`config.mk`:
```
export PLATFORM = sky130hd
export DESIGN_NAME = sdac_frame_driver
export DESIGN_NICKNAME = d
export VERILOG_FILES = /design/src/rtl/sdac_pkg.sv /design/src/rtl/sdac_timer.sv /design/src/rtl/sdac_shifter.sv /design/src/rtl/sdac_frame_driver.sv
export SDC_FILE = /design/constraint.sdc
export NUM_CORES = 1
export LEC_CHECK = 0
export ABC_AREA = 0
export ABC_CLOCK_PERIOD_IN_PS = 3500
export BUFFER_PORTS_ARGS = -buffer_cell sky130_fd_sc_hd__buf_4
export CORE_MARGIN = 2
export CORE_UTILIZATION = 45
export CTS_BUF_LIST = sky130_fd_sc_hd__clkbuf_4
export DETAILED_ROUTE_END_ITERATION = 6
export GPL_ROUTABILITY_DRIVEN = 0
export PLACE_DENSITY_LB_ADDON = 0.25
export SLEW_MARGIN = 30
export SYNTH_ARGS = -nofsm -noshare
export SYNTH_HDL_FRONTEND = slang
export SYNTH_SLANG_ARGS = --single-unit
```
`constraint.sdc`:
```
create_clock -name clk -period 3.5 [get_ports clk]
set_input_delay 0.175 -clock clk [delete_from_list [all_inputs] [get_ports clk]]
set_output_delay 0.175 -clock clk [all_outputs]
set_load 0.03 [all_outputs]
```
`src/rtl/sdac_pkg.sv`:
```
package sdac_pkg;

  typedef enum logic [2:0] {
    ST_IDLE,
    ST_LEAD,
    ST_HIGH,
    ST_LOW,
    ST_TAIL,
    ST_STROBE,
    ST_HOLD,
    ST_DONE
  } sdac_state_e;

  function automatic int tmax6(input int a, input int b, input int c,
                               input int d, input int e, input int f);
    int m;
    m = a;
    if (b > m) m = b;
    if (c > m) m = c;
    if (d > m) m = d;
    if (e > m) m = e;
    if (f > m) m = f;
    return m;
  endfunction

endpackage

```
`src/rtl/sdac_timer.sv`:
```
module sdac_timer #(
  parameter int W = 2
) (
  input  logic         clk,
  input  logic         rst_n,
  input  logic         load,
  input  logic [W-1:0] load_val,
  output logic         expired
);

  logic [W-1:0] cnt_q, cnt_d;

  always_comb begin
    cnt_d = cnt_q;
    if (load)             cnt_d = load_val;
    else if (cnt_q != '0) cnt_d = cnt_q - 1'b1;
  end

  always_ff @(posedge clk or negedge rst_n) begin
    if (!rst_n) cnt_q <= '0;
    else        cnt_q <= cnt_d;
  end

  assign expired = (cnt_q == '0);

endmodule

```
`src/rtl/sdac_shifter.sv`:
```
module sdac_shifter #(
  parameter int CODE_W  = 12,
  parameter int FRAME_W = 16
) (
  input  logic              clk,
  input  logic              rst_n,
  input  logic              load,
  input  logic [CODE_W-1:0] code,
  input  logic              shift,
  output logic              sdo,
  output logic              last
);

  localparam int PAD_W = FRAME_W - CODE_W;
  localparam int IDX_W = $clog2(FRAME_W);

  logic [FRAME_W-1:0] sh_q, sh_d;
  logic [IDX_W-1:0]   idx_q, idx_d;

  always_comb begin
    sh_d  = sh_q;
    idx_d = idx_q;
    if (load) begin
      sh_d  = {{PAD_W{1'b0}}, code};
      idx_d = '0;
    end else if (shift) begin
      sh_d  = {sh_q[FRAME_W-2:0], 1'b0};
      idx_d = idx_q + 1'b1;
    end
  end

  always_ff @(posedge clk or negedge rst_n) begin
    if (!rst_n) begin
      sh_q  <= '0;
      idx_q <= '0;
    end else begin
      sh_q  <= sh_d;
      idx_q <= idx_d;
    end
  end

  assign sdo  = sh_q[FRAME_W-1];
  assign last = (idx_q == IDX_W'(FRAME_W - 1));

  // never shift beyond the final frame bit
  a_r3_no_shift_past_end: assert property (@(posedge clk) disable iff (!rst_n)
    shift |-> !last);

endmodule

```
`src/rtl/sdac_frame_driver.sv`:
```
module sdac_frame_driver
  import sdac_pkg::*;
#(
  parameter int CODE_W   = 12,
  parameter int FRAME_W  = 16,
  parameter int CHAN_N   = 2,
  parameter int T_LEAD   = 2,
  parameter int T_HIGH   = 3,
  parameter int T_LOW    = 3,
  parameter int T_LDSET  = 2,
  parameter int T_LDW    = 2,
  parameter int T_LDHOLD = 3
) (
  input  logic              clk,
  input  logic              rst_n,
  input  logic              cmd_valid,
  output logic              cmd_ready,
  input  logic [CODE_W-1:0] cmd_code,
  input  logic [CHAN_N-1:0] cmd_chan,
  output logic              busy,
  output logic              done,
  output logic              dac_cs_n,
  output logic              dac_sclk,
  output logic              dac_sdi,
  output logic [CHAN_N-1:0] dac_ld_n
);

  localparam int T_MAX = tmax6(T_LEAD, T_HIGH, T_LOW, T_LDSET, T_LDW, T_LDHOLD);
  localparam int TMR_W = $clog2(T_MAX + 1);

  sdac_state_e       state_q, state_d;
  logic              tmr_load, tmr_exp;
  logic [TMR_W-1:0]  tmr_val;
  logic              take, shift_en, last_bit;
  logic [CHAN_N-1:0] chan_q, chan_d;
  logic              cs_n_q, cs_n_d, sclk_q, sclk_d;
  logic              ready_q, ready_d, done_q, done_d;

  function automatic logic [TMR_W-1:0] dur_of(input sdac_state_e s);
    case (s)
      ST_LEAD:   return TMR_W'(T_LEAD - 1);
      ST_HIGH:   return TMR_W'(T_HIGH - 1);
      ST_LOW:    return TMR_W'(T_LOW - 1);
      ST_TAIL:   return TMR_W'(T_LDSET - 1);
      ST_STROBE: return TMR_W'(T_LDW - 1);
      ST_HOLD:   return TMR_W'(T_LDHOLD - 1);
      default:   return '0;
    endcase
  endfunction

  // next-state logic
  always_comb begin
    state_d = state_q;
    case (state_q)
      ST_IDLE:   if (cmd_valid) state_d = ST_LEAD;
      ST_LEAD:   if (tmr_exp)   state_d = ST_HIGH;
      ST_HIGH:   if (tmr_exp)   state_d = last_bit ? ST_TAIL : ST_LOW;
      ST_LOW:    if (tmr_exp)   state_d = ST_HIGH;
      ST_TAIL:   if (tmr_exp)   state_d = ST_STROBE;
      ST_STROBE: if (tmr_exp)   state_d = ST_HOLD;
      ST_HOLD:   if (tmr_exp)   state_d = ST_DONE;
      ST_DONE:                  state_d = ST_IDLE;
      default:                  state_d = ST_IDLE;
    endcase
  end

  assign take     = (state_q == ST_IDLE) && cmd_valid;
  assign shift_en = (state_q == ST_HIGH) && (state_d == ST_LOW);
  assign tmr_load = (state_d != state_q);
  assign tmr_val  = dur_of(state_d);
  assign chan_d   = take ? cmd_chan : chan_q;

  // registered pin values derived from the next state
  always_comb begin
    cs_n_d  = !((state_d == ST_LEAD) || (state_d == ST_HIGH) || (state_d == ST_LOW));
    sclk_d  = (state_d == ST_HIGH);
    ready_d = (state_d == ST_IDLE);
    done_d  = (state_d == ST_DONE);
  end

  always_ff @(posedge clk or negedge rst_n) begin
    if (!rst_n) begin
      state_q <= ST_IDLE;
      chan_q  <= '0;
      cs_n_q  <= 1'b1;
      sclk_q  <= 1'b0;
      ready_q <= 1'b1;
      done_q  <= 1'b0;
    end else begin
      state_q <= state_d;
      chan_q  <= chan_d;
      cs_n_q  <= cs_n_d;
      sclk_q  <= sclk_d;
      ready_q <= ready_d;
      done_q  <= done_d;
    end
  end

  for (genvar g = 0; g < CHAN_N; g++) begin : g_strobe
    logic ld_q, ld_d;
    assign ld_d = !((state_d == ST_STROBE) && chan_q[g]);
    always_ff @(posedge clk or negedge rst_n) begin
      if (!rst_n) ld_q <= 1'b1;
      else        ld_q <= ld_d;
    end
    assign dac_ld_n[g] = ld_q;
  end

  sdac_timer #(.W(TMR_W)) u_timer (
    .clk      (clk),
    .rst_n    (rst_n),
    .load     (tmr_load),
    .load_val (tmr_val),
    .expired  (tmr_exp)
  );

  sdac_shifter #(.CODE_W(CODE_W), .FRAME_W(FRAME_W)) u_shift (
    .clk   (clk),
    .rst_n (rst_n),
    .load  (take),
    .code  (cmd_code),
    .shift (shift_en),
    .sdo   (dac_sdi),
    .last  (last_bit)
  );

  assign cmd_ready = ready_q;
  assign busy      = !ready_q;
  assign done      = done_q;
  assign dac_cs_n  = cs_n_q;
  assign dac_sclk  = sclk_q;

  // strobes idle while the converter is selected
  a_r6_ld_high_while_selected: assert property (@(posedge clk) disable iff (!rst_n)
    !dac_cs_n |-> (dac_ld_n == '1));

  // clock pulses only inside a selected window
  a_r4_sclk_needs_select: assert property (@(posedge clk) disable iff (!rst_n)
    dac_sclk |-> !dac_cs_n);

  // data holds through the whole high phase
  a_r4_sdi_stable_high: assert property (@(posedge clk) disable iff (!rst_n)
    (dac_sclk && $past(dac_sclk)) |-> $stable(dac_sdi));

  // a taken command closes the handshake on the next cycle
  a_r2_ready_drops: assert property (@(posedge clk) disable iff (!rst_n)
    (cmd_valid && cmd_ready) |=> !cmd_ready);

  // done is a single cycle and is followed by ready
  a_r9_done_one_cycle: assert property (@(posedge clk) disable iff (!rst_n)
    done |=> (!done && cmd_ready));

  // only masked channels are strobed
  a_r7_strobe_in_mask: assert property (@(posedge clk) disable iff (!rst_n)
    (dac_ld_n != '1) |-> (&(dac_ld_n | chan_q)));

endmodule

```
==> impl_metrics.json, run 1 <==
{
  "status": "complete, no violations",
  "period_share_pct": 67.8,
  "worstHoldPathType": "in2reg",
  "async_flop_share_pct": 100,
  "fmax_mhz": 422,
  "maxCapViolations": 0,
  "setup_viol": 0,
  "die_height_microns": 65.4,
  "seqPwrFrac_pct": 43.3,
  "ios": 25,
  "clock_latency_ns": 0.33,
  "rows": 22,
  "grt_pass1_wl_microns": 6220,
  "post_drt_wl_per_cell_microns": 14.2,
  "grt_pass1_vias": 1338,
  "drt_wl_total_microns": 3500,
  "ys_types": 41,
  "internal_power_uw": 902,
  "power.leakage_uw": 0.000831,
  "final_antenna_net_count": 0,
  "post_cts_resize_count": 0,
  "critPathLaunchType": "flop",
  "syn_area_sq_mm": 0.00170,
  "preCtsSetupSlack_ns": 1.14,
  "synth_edf_count": 0,
  "cts_buffers": 5,
  "peakVddDrop_mv": 0.400,
  "die_w_microns": 65.4,
  "cp.arrival_ns": 2.55,
  "synth.avg_cell_area_sq_um": 9.49,
  "yosys_register_bits": 33,
  "nNetsFinal": 216,
  "rsz0062_at_grt": "false",
  "swShare_pct": 40.3,
  "powerDensity_mw_per_mm2": 782,
  "yosysSeqAreaShare_pct": 48.9,
  "port_buffers": 24,
  "grt_max_degree": 34,
  "drtPass1Iterations": 4,
  "cts_root_buf": "clkbuf_4",
  "die_area_sq_mm": 0.00428,
  "antenna_cells": 0,
  "fin_crit_ns": 2.37,
  "final.setup.tns_ns": 0,
  "syn2layout_area_growth_pct": 13.8,
  "worst_pin_slew_ns": 0.742,
  "final_layout_size_suffix_gt1_share_pct": 23.2,
  "grt_overflow": 0,
  "end_kind": "flop",
  "cts_max_path_buffers": 2,
  "power_uw": 1510,
  "drc_errors": 0,
  "synth_flop_cell": "dfrtp_1",
  "slew_headroom_pct": 50.4,
  "ys_warn_count": 0,
  "power_switching_uw": 609,
  "combinationalPowerShare_pct": 42.8,
  "core_sq_mm": 0.00363,
  "final_hold_viol_count": 0,
  "setup_ws_ns": 1.13,
  "drt-initial-drc-count": 94,
  "cp.required_ns": 3.68,
  "clock_sinks": 33,
  "track_usage_pct": 18.9,
  "cts_tree": "yes",
  "synthCells": 179,
  "antenna_found_initial": 0,
  "clk_pin_slew_ns": 0.10,
  "crit_type": "reg2reg",
  "finClkSkew_ns": 0.0177,
  "syn_nets": 198,
  "final_cells": 246,
  "routed_via_density": 5.57,
  "place_hpwl_microns": 2260,
  "crit_fanout": 15,
  "route.vias.total": 1371,
  "final_max_slew_viol_count": 0,
  "p_clk_share_pct": 13.9,
  "start_util_pct": 46.7,
  "dp_cells": 236,
  "htreeDepth": 2,
  "fin_util_pct": 53.2
}
==> power groups by stage <==
stage | Combinational [uW] | Sequential [uW] | Clock [uW]
CTS | 647 | 651 | 221
detailed placement | 640 | 658 | 0
global route | 725 | 679 | 242
finish | 646 | 654 | 210
floorplan | 521 | 635 | 0
global placement | 611 | 653 | 0
==> stage by stage <==
stage / hold WS [ns] / instance area (sq um)
after floorplan: -0.121 / 1700
after global placement: 0.135 / 1850
after detailed placement: 0.140 / 1850
after CTS: 0.0219 / 1920
after global routing: 0.0142 / 1930
final: 0.0367 / 1930
==> layout by cell type, fill, tap and decap left out, types with 2 or more instances in the layout <==
cell	count
o211ai_1	10
buf_4	25
or3_1	2
nand3_1	20
nor2_1	4
dfstp_2	4
dfrtp_1	29
clkbuf_4	6
a31oi_1	2
nand2_1	34
o21ai_0	9
xnor2_1	2
a21oi_1	13
inv_1	4
ha_1	2
and3_1	2
mux2i_1	4
nor3_1	2
==> final cells by class <==
| cell class | count | area, sq um |
|---|---|---|
| fillers | 345 | 1700 |
| flip-flops and latches | 33 | 831 |
| multi-input cells | 125 | 757 |
| repair buffers | 27 | 209 |
| well taps | 48 | 60.1 |
| clock buffers | 6 | 45.0 |
| inverters | 5 | 18.8 |
| clock inverters | 2 | 11.3 |
==> worst paths after layout <==
kind | startpoint | end | slack, ns | depth (start not counted)
setup / recovery | u_timer.cnt_q[0] | u_shift.sh_q[5] | 1.13 | 5
setup reg to reg | u_timer.cnt_q[0] | u_shift.sh_q[5] | 1.13 | 5
min in group asynchronous | rst_n | u_shift.idx_q[2] | 0.30 | 2
max in group asynchronous | rst_n | cmd_ready | 2.85 | 2
hold / removal | cmd_chan[0] | chan_q[0] | 0.04 | 3
hold reg to reg | chan_q[0] | g_strobe[0].ld_q | 0.40 | 1
==> cells in the mapped netlist, drive strengths merged, types with 2 or more instances <==
library cell   n  area (sq um)
dfstp          4           105
inv            5          18.8
buf           12          82.6
ha             2          25.0
and3           2          12.5
a21oi         13          65.1
or3            2          12.5
nand2         34           128
xnor2          2          17.5
nor3           2          10.0
mux2i          4          40.0
or4b           2          23.8
nand3         20           100
a31oi          2          12.5
nor2           4          15.0
dfrtp         29           726
o2111ai        2          23.8
o21ai         10          50.0
o211ai        10          75.1
clkbuf         4          15.0
==> logic make-up after synthesis <==
family          after synthesis  synth area share [%]
compound gates               42                  16.1
fa+ha+maj                     2                  1.47
simple gates                 74                  22.5
buf+inv                      21                  6.85
xor+xnor                      2                  1.03
mux                           5                  3.02
flops                        33                  48.9
==> metal layers <==
metal  vias up  wire (microns)  track usage [%]
met5         -               0                0
met4         0              36             6.51
met3         6             151             5.31
met2        36            1720             30.9
met1       661            1590             24.1
li1        668               -                -
==> registers in the layout, summed over array words and instances, names as in the netlist <==
name,cells
chan_q,2
cmd_ready,1
dac_cs_n,1
dac_sclk,1
done,1
g_strobe.ld_q,2
state_q,3
u_shift.idx_q,4
u_shift.sh_q,16
u_timer.cnt_q,2
==> worst max-delay path, cell delays in order (launching register included) <==
cell and delay, ns:
dfrtp_1 0.40, inv_1 0.06, ha_1 0.48, nand4bb_1 0.41, nor2_1 0.68, o211ai_1 0.20
==> timing repair <==
action,4_1_cts,5_1_grt
endpoints found under the setup margin,0,0
hold buffers,1,0
buffers inserted,0,0
endpoints found under the hold margin,29,0
(Power assumes the default switching activity.)
==> inputs of run 2 (changes only) <==
- ABC_CLOCK_PERIOD_IN_PS: 3500 -> 2200
- clock period: 3.5 -> 2.2 ns (I/O delays scaled with it)
==> run 2 against run 1 <==
Net effect:
- hold slack worse by 0.032 ns
- register-to-register slack got worse by 0.89 ns
- clock power grew 51%
- clock-buffer cell count is 1 lower
- global-route usage down 1.3 points
- flip-flop and latch count stayed put
- non-clock buffer count rose by 7
- highest routed layer unchanged
==> impl_metrics.json, run 2 (synthesis gave the netlist of run 1 again) <==
{
  "place_hpwl_microns": 2240,
  "top_register": "u_shift.sh_q",
  "worstHoldPathType": "in2reg",
  "crit-reg2reg-launch": "u_timer.cnt_q[0]",
  "path_cells": "inv_1, ha_1, nand4bb_1, or3_1, a21oi_1",
  "die_height_microns": 65.4,
  "post_drt_wl_per_cell_microns": 13.2,
  "status": "complete, no violations",
  "reg_top3": "u_shift.sh_q (16), u_shift.idx_q (4), state_q (3)",
  "largest_reg_flops": 16,
  "grt_overflow": 0,
  "end_kind": "flop",
  "cts_max_path_buffers": 2,
  "track_usage_pct": 17.6,
  "final.setup.tns_ns": 0,
  "power.leakage_uw": 0.000863,
  "drt-initial-drc-count": 85,
  "crit_type": "reg2reg",
  "die_w_microns": 65.4,
  "period_share_pct": 89.2,
  "clock_sinks": 33,
  "drt_wl_total_microns": 3330,
  "dpl_cell_area_sq_mm": 0.00189,
  "worst_pin_slew_ns": 0.565,
  "cts_root_buf": "clkbuf_4",
  "rsz0062_at_grt": "false",
  "setup_viol": 0,
  "grt_pass1_vias": 1338,
  "peakVddDrop_mv": 0.617,
  "fmax_mhz": 509,
  "cts_buffers": 5,
  "fin_crit_ns": 1.96,
  "hold_depth": 3,
  "slowest_stage": "ha_1",
  "critPathLaunchType": "flop",
  "core_sq_mm": 0.00363,
  "htreeDepth": 2,
  "drtPass1Iterations": 4,
  "routed_via_density": 5.51,
  "die_area_sq_mm": 0.00428,
  "post_cts_resize_count": 0,
  "clock_latency_ns": 0.32,
  "fin_area_sq_mm": 0.00198,
  "final_max_slew_viol_count": 0,
  "reg2reg_setup_slack_ns": 0.24,
  "slew_headroom_pct": 62.3,
  "nNetsFinal": 223,
  "slowest_delay_ns": 0.47,
  "maxCapViolations": 0,
  "final_layout_size_suffix_gt1_share_pct": 23.9,
  "crit_fanout": 15,
  "antenna_found_initial": 0,
  "grt_pass1_wl_microns": 5920,
  "final_common_cell": "nand2_1",
  "port_buffers": 24,
  "route.vias.total": 1394,
  "post-cts-setup-buffers": 0,
  "finClkSkew_ns": 0.00909,
  "start_util_pct": 46.7,
  "ios": 25,
  "syn2layout_area_growth_pct": 16.7,
  "cp.required_ns": 2.46,
  "final_hold_viol_count": 0,
  "fillCellCount": 340,
  "powerDensity_mw_per_mm2": 1210,
  "grt_max_degree": 34,
  "antenna_cells": 0,
  "cp.arrival_ns": 2.23,
  "rows": 22,
  "drc_errors": 0,
  "final_cell_mix": "34 x nand2_1, 30 x buf_4, 29 x dfrtp_1",
  "r2r_cells": 5,
  "cts_tree": "yes",
  "reg2reg_to": "u_shift.idx_q[0]",
  "clk_pin_slew_ns": 0.10,
  "hold_buffers": 4,
  "hold_start": "cmd_code[2]",
  "final_antenna_net_count": 0,
  "min_to": "u_shift.sh_q[2]"
}
==> run 2: worst max-delay path by stage <==
stage,startpoint,end,slack [ns],depth (start not counted)
finish,u_timer.cnt_q[0],u_shift.idx_q[0],0.24,5
global route,u_timer.cnt_q[0],u_shift.sh_q[7],0.04,6
CTS,u_timer.cnt_q[0],u_shift.idx_q[0],0.24,5
detailed placement,u_timer.cnt_q[0],u_shift.sh_q[10],0.26,6
global placement,u_timer.cnt_q[0],u_shift.idx_q[2],0.35,6
floorplan,u_shift.idx_q[0],u_shift.sh_q[10],0.60,6
==> run 2: power by group <==
group          leakage [uW]  switching [uW]  internal, uW
registers          0.000411             167           838
logic              0.000422             584           494
clock network     0.0000300             203           116
==> run 2: cell type report <==
| cell class | count | area [sq um] | area share [%] |
|---|---|---|---|
| Inverter | 5 | 18.8 | 0.947 |
| Timing Repair Buffer | 34 | 265 | 13.4 |
| Tap cell | 48 | 60.1 | 3.03 |
| Clock buffer | 5 | 37.5 | 1.89 |
| Sequential cell | 33 | 831 | 41.9 |
| Multi-Input combinational cell | 125 | 757 | 38.2 |
| Clock inverter | 3 | 12.5 | 0.631 |
==> run 2: through the flow <==
stage | total power [uW] | std cells | utilization [%] | worst slack (ns) | hold WS, ns
2_1_floorplan | 1840 | 179 | - | 0.596 | -0.186
3_3_place_gp | 2060 | 241 | 52.1 | 0.350 | 0.0717
3_5_place_dp | 2090 | 241 | 52.1 | 0.264 | 0.0740
4_1_cts | 2420 | 253 | 54.5 | 0.237 | 0.00000697
5_1_grt | 2610 | 253 | 54.5 | 0.0395 | 0.00575
6_report | 2400 | 253 | 54.5 | 0.237 | 0.00507
==> run 2: routing by layer <==
metal / up-vias / global-route usage, % / wire length [microns]
li1: 681 / - / -
met2: 26 / 30.4 / 1670
met4: 0 / 6.25 / 36
met1: 683 / 22.0 / 1520
met5: - / 0 / 0
met3: 4 / 3.08 / 111
==> run 2: worst max-delay path: cells and delay by family (launching register included) <==
| kind | cells | cell delay [ns] |
|---|---|---|
| compound gates | 1 | 0.14 |
| flops | 1 | 0.41 |
| fa+ha+maj | 1 | 0.47 |
| buf+inv | 1 | 0.07 |
| simple gates | 2 | 0.81 |
==> inputs of run 3 (changes only) <==
- ABC_CLOCK_PERIOD_IN_PS: 2200 -> 1700
- RECOVER_POWER: unset -> 25
- clock period: 2.2 -> 1.7 ns (I/O delays scaled with it)
==> run 3 against run 2 <==
Net effect:
- power up 56%
- clock-buffer cell count stayed put
- setup slack lost 0.16 ns
- sequential share of layout area down 5.9 points
==> impl_metrics.json, run 3 (synthesis gave the netlist of run 1 again) <==
{
  "power_uw": 3750,
  "cts_buffers": 5,
  "maxCapViolations": 0,
  "port_buffers": 24,
  "die_w_microns": 65.4,
  "period_share_pct": 95.2,
  "critPathLaunchType": "flop",
  "path_cells": "inv_1, ha_4, or4b_2, o2111ai_1, o31ai_2",
  "cp.required_ns": 1.93,
  "post_drt_wl_per_cell_microns": 13.9,
  "reg_top3": "u_shift.sh_q (16), u_shift.idx_q (4), state_q (3)",
  "cts_root_buf": "clkbuf_4",
  "reg2reg_to": "u_timer.cnt_q[0]",
  "holdWs_ns": 0.0320,
  "dpl_cell_area_sq_mm": 0.00199,
  "crit-reg2reg-launch": "u_timer.cnt_q[0]",
  "die_area_sq_mm": 0.00428,
  "cts_tree": "yes",
  "clock_latency_ns": 0.34,
  "hold_depth": 3,
  "rows": 22,
  "final_hold_viol_count": 0,
  "min_to": "u_shift.sh_q[11]",
  "route.vias.total": 1507,
  "final.setup.tns_ns": 0,
  "dp_cells": 252,
  "clk_pin_slew_ns": 0.11,
  "powerDensity_mw_per_mm2": 1630,
  "final_max_slew_viol_count": 0,
  "drt_wl_total_microns": 3860,
  "end_kind": "flop",
  "slowest_stage": "or4b_2",
  "top_register": "u_shift.sh_q",
  "grt_overflow": 0,
  "final_antenna_net_count": 0,
  "hold_start": "cmd_code[11]",
  "r2r_cells": 5,
  "track_usage_pct": 20.4,
  "nNetsFinal": 247,
  "htreeDepth": 2,
  "finClkSkew_ns": 0.00389,
  "worstHoldPathType": "in2reg",
  "core_sq_mm": 0.00363,
  "drc_errors": 0,
  "seq_area_sq_um": 831,
  "clock_sinks": 33,
  "antenna_cells": 0,
  "crit_fanout": 6,
  "fillCellCount": 313,
  "routed_via_density": 5.44,
  "final_cells": 277,
  "largest_reg_flops": 16,
  "reg2reg_setup_slack_ns": 0.08,
  "cts_max_path_buffers": 2,
  "crit_type": "reg2reg",
  "final_common_cell": "buf_4",
  "setup_viol": 0,
  "fin_area_sq_mm": 0.00230,
  "slowest_delay_ns": 0.62,
  "start_util_pct": 46.7,
  "final_cell_mix": "40 x buf_4, 34 x nand2_1, 29 x dfrtp_1",
  "drtPass1Iterations": 4,
  "status": "complete, no violations",
  "grt_max_degree": 34,
  "grt_pass1_vias": 1450,
  "drt-initial-drc-count": 102,
  "place_hpwl_microns": 2500,
  "grt_pass1_wl_microns": 6620,
  "power.leakage_uw": 0.00101,
  "worst_pin_slew_ns": 0.814,
  "antenna_found_initial": 0,
  "ios": 25,
  "cp.arrival_ns": 1.85,
  "final_layout_size_suffix_gt1_share_pct": 29.3,
  "fmax_mhz": 618,
  "peakVddDrop_mv": 0.794,
  "multi_input_area_sq_um": 786,
  "syn2layout_area_growth_pct": 35.7,
  "slew_headroom_pct": 45.7,
  "fin_crit_ns": 1.62,
  "die_height_microns": 65.4
}
==> run 3: cell count changes in the layout (fill, tap and decap cells not counted), moves of 2 or more <==
cell	change
dlygate4sd3_1	+10
buf_12	+3
buf_4	+10
clkinv_1	-2
bufinv_16	+2
==> run 3: worst max-delay path by stage <==
stage,startpoint,end,slack [ns],cells past startpoint
2_1_floorplan,u_shift.idx_q[0],u_shift.sh_q[10],0.1,6
3_3_place_gp,u_timer.cnt_q[0],u_timer.cnt_q[0],0.12,5
3_5_place_dp,u_timer.cnt_q[0],u_timer.cnt_q[0],0.03,5
4_1_cts,u_timer.cnt_q[0],u_timer.cnt_q[0],0.009,5
5_1_grt,u_timer.cnt_q[0],u_timer.cnt_q[0],-0.01,7
6_report,u_timer.cnt_q[0],u_timer.cnt_q[0],0.08,5
==> run 3: what timing repair did <==
item                                    in CTS  in global routing
hold endpoints to repair                    46                  0
endpoints found under the setup margin       0                 22
hold buffers                                14                  0
gates resized for setup                      0                  3
buffers inserted                             0                  3
==> run 3: worst max-delay path: cells and delay by family, from the launching register on <==
kind,cells,cell delay [ns]
buffers and inverters,1,0.08
AO/OA/AOI/OAI,2,0.24
AND/OR/NAND/NOR,1,0.62
flip-flops,1,0.38
adder cells (fa/ha/maj),1,0.19
==> run 3: per-stage QoR <==
step / util [%] / worst slack, ns
after floorplan: - / 0.0965
after global placement: 54.7 / 0.115
after detailed placement: 54.7 / 0.0306
after CTS: 61.4 / 0.00867
after global routing: 63.4 / -0.0116
final: 63.4 / 0.0808
==> run 3: layer usage <==
layer	part of all wire [%]	track usage (%)	vias up
li1	-	-	731
met1	44	24.1	735
met2	51	35.1	33
met3	3.9	5.65	8
met4	1.7	8.07	0
met5	0	0	-
==> run 3: layout make-up <==
class,count,share of cell area [%]
clock buffers,5,1.63
clock inverters,3,2.82
inverters,5,0.815
multi-input cells,125,34.1
flip-flops and latches,33,36.1
well taps,48,2.61
repair buffers,58,21.9
==> run 3: where the power goes <==
part	leakage (uW)	switching (uW)	total, uW	internal (uW)
registers	0.000411	182	1270	1090
logic	0.000544	891	1750	862
clock network	0.0000552	279	734	455
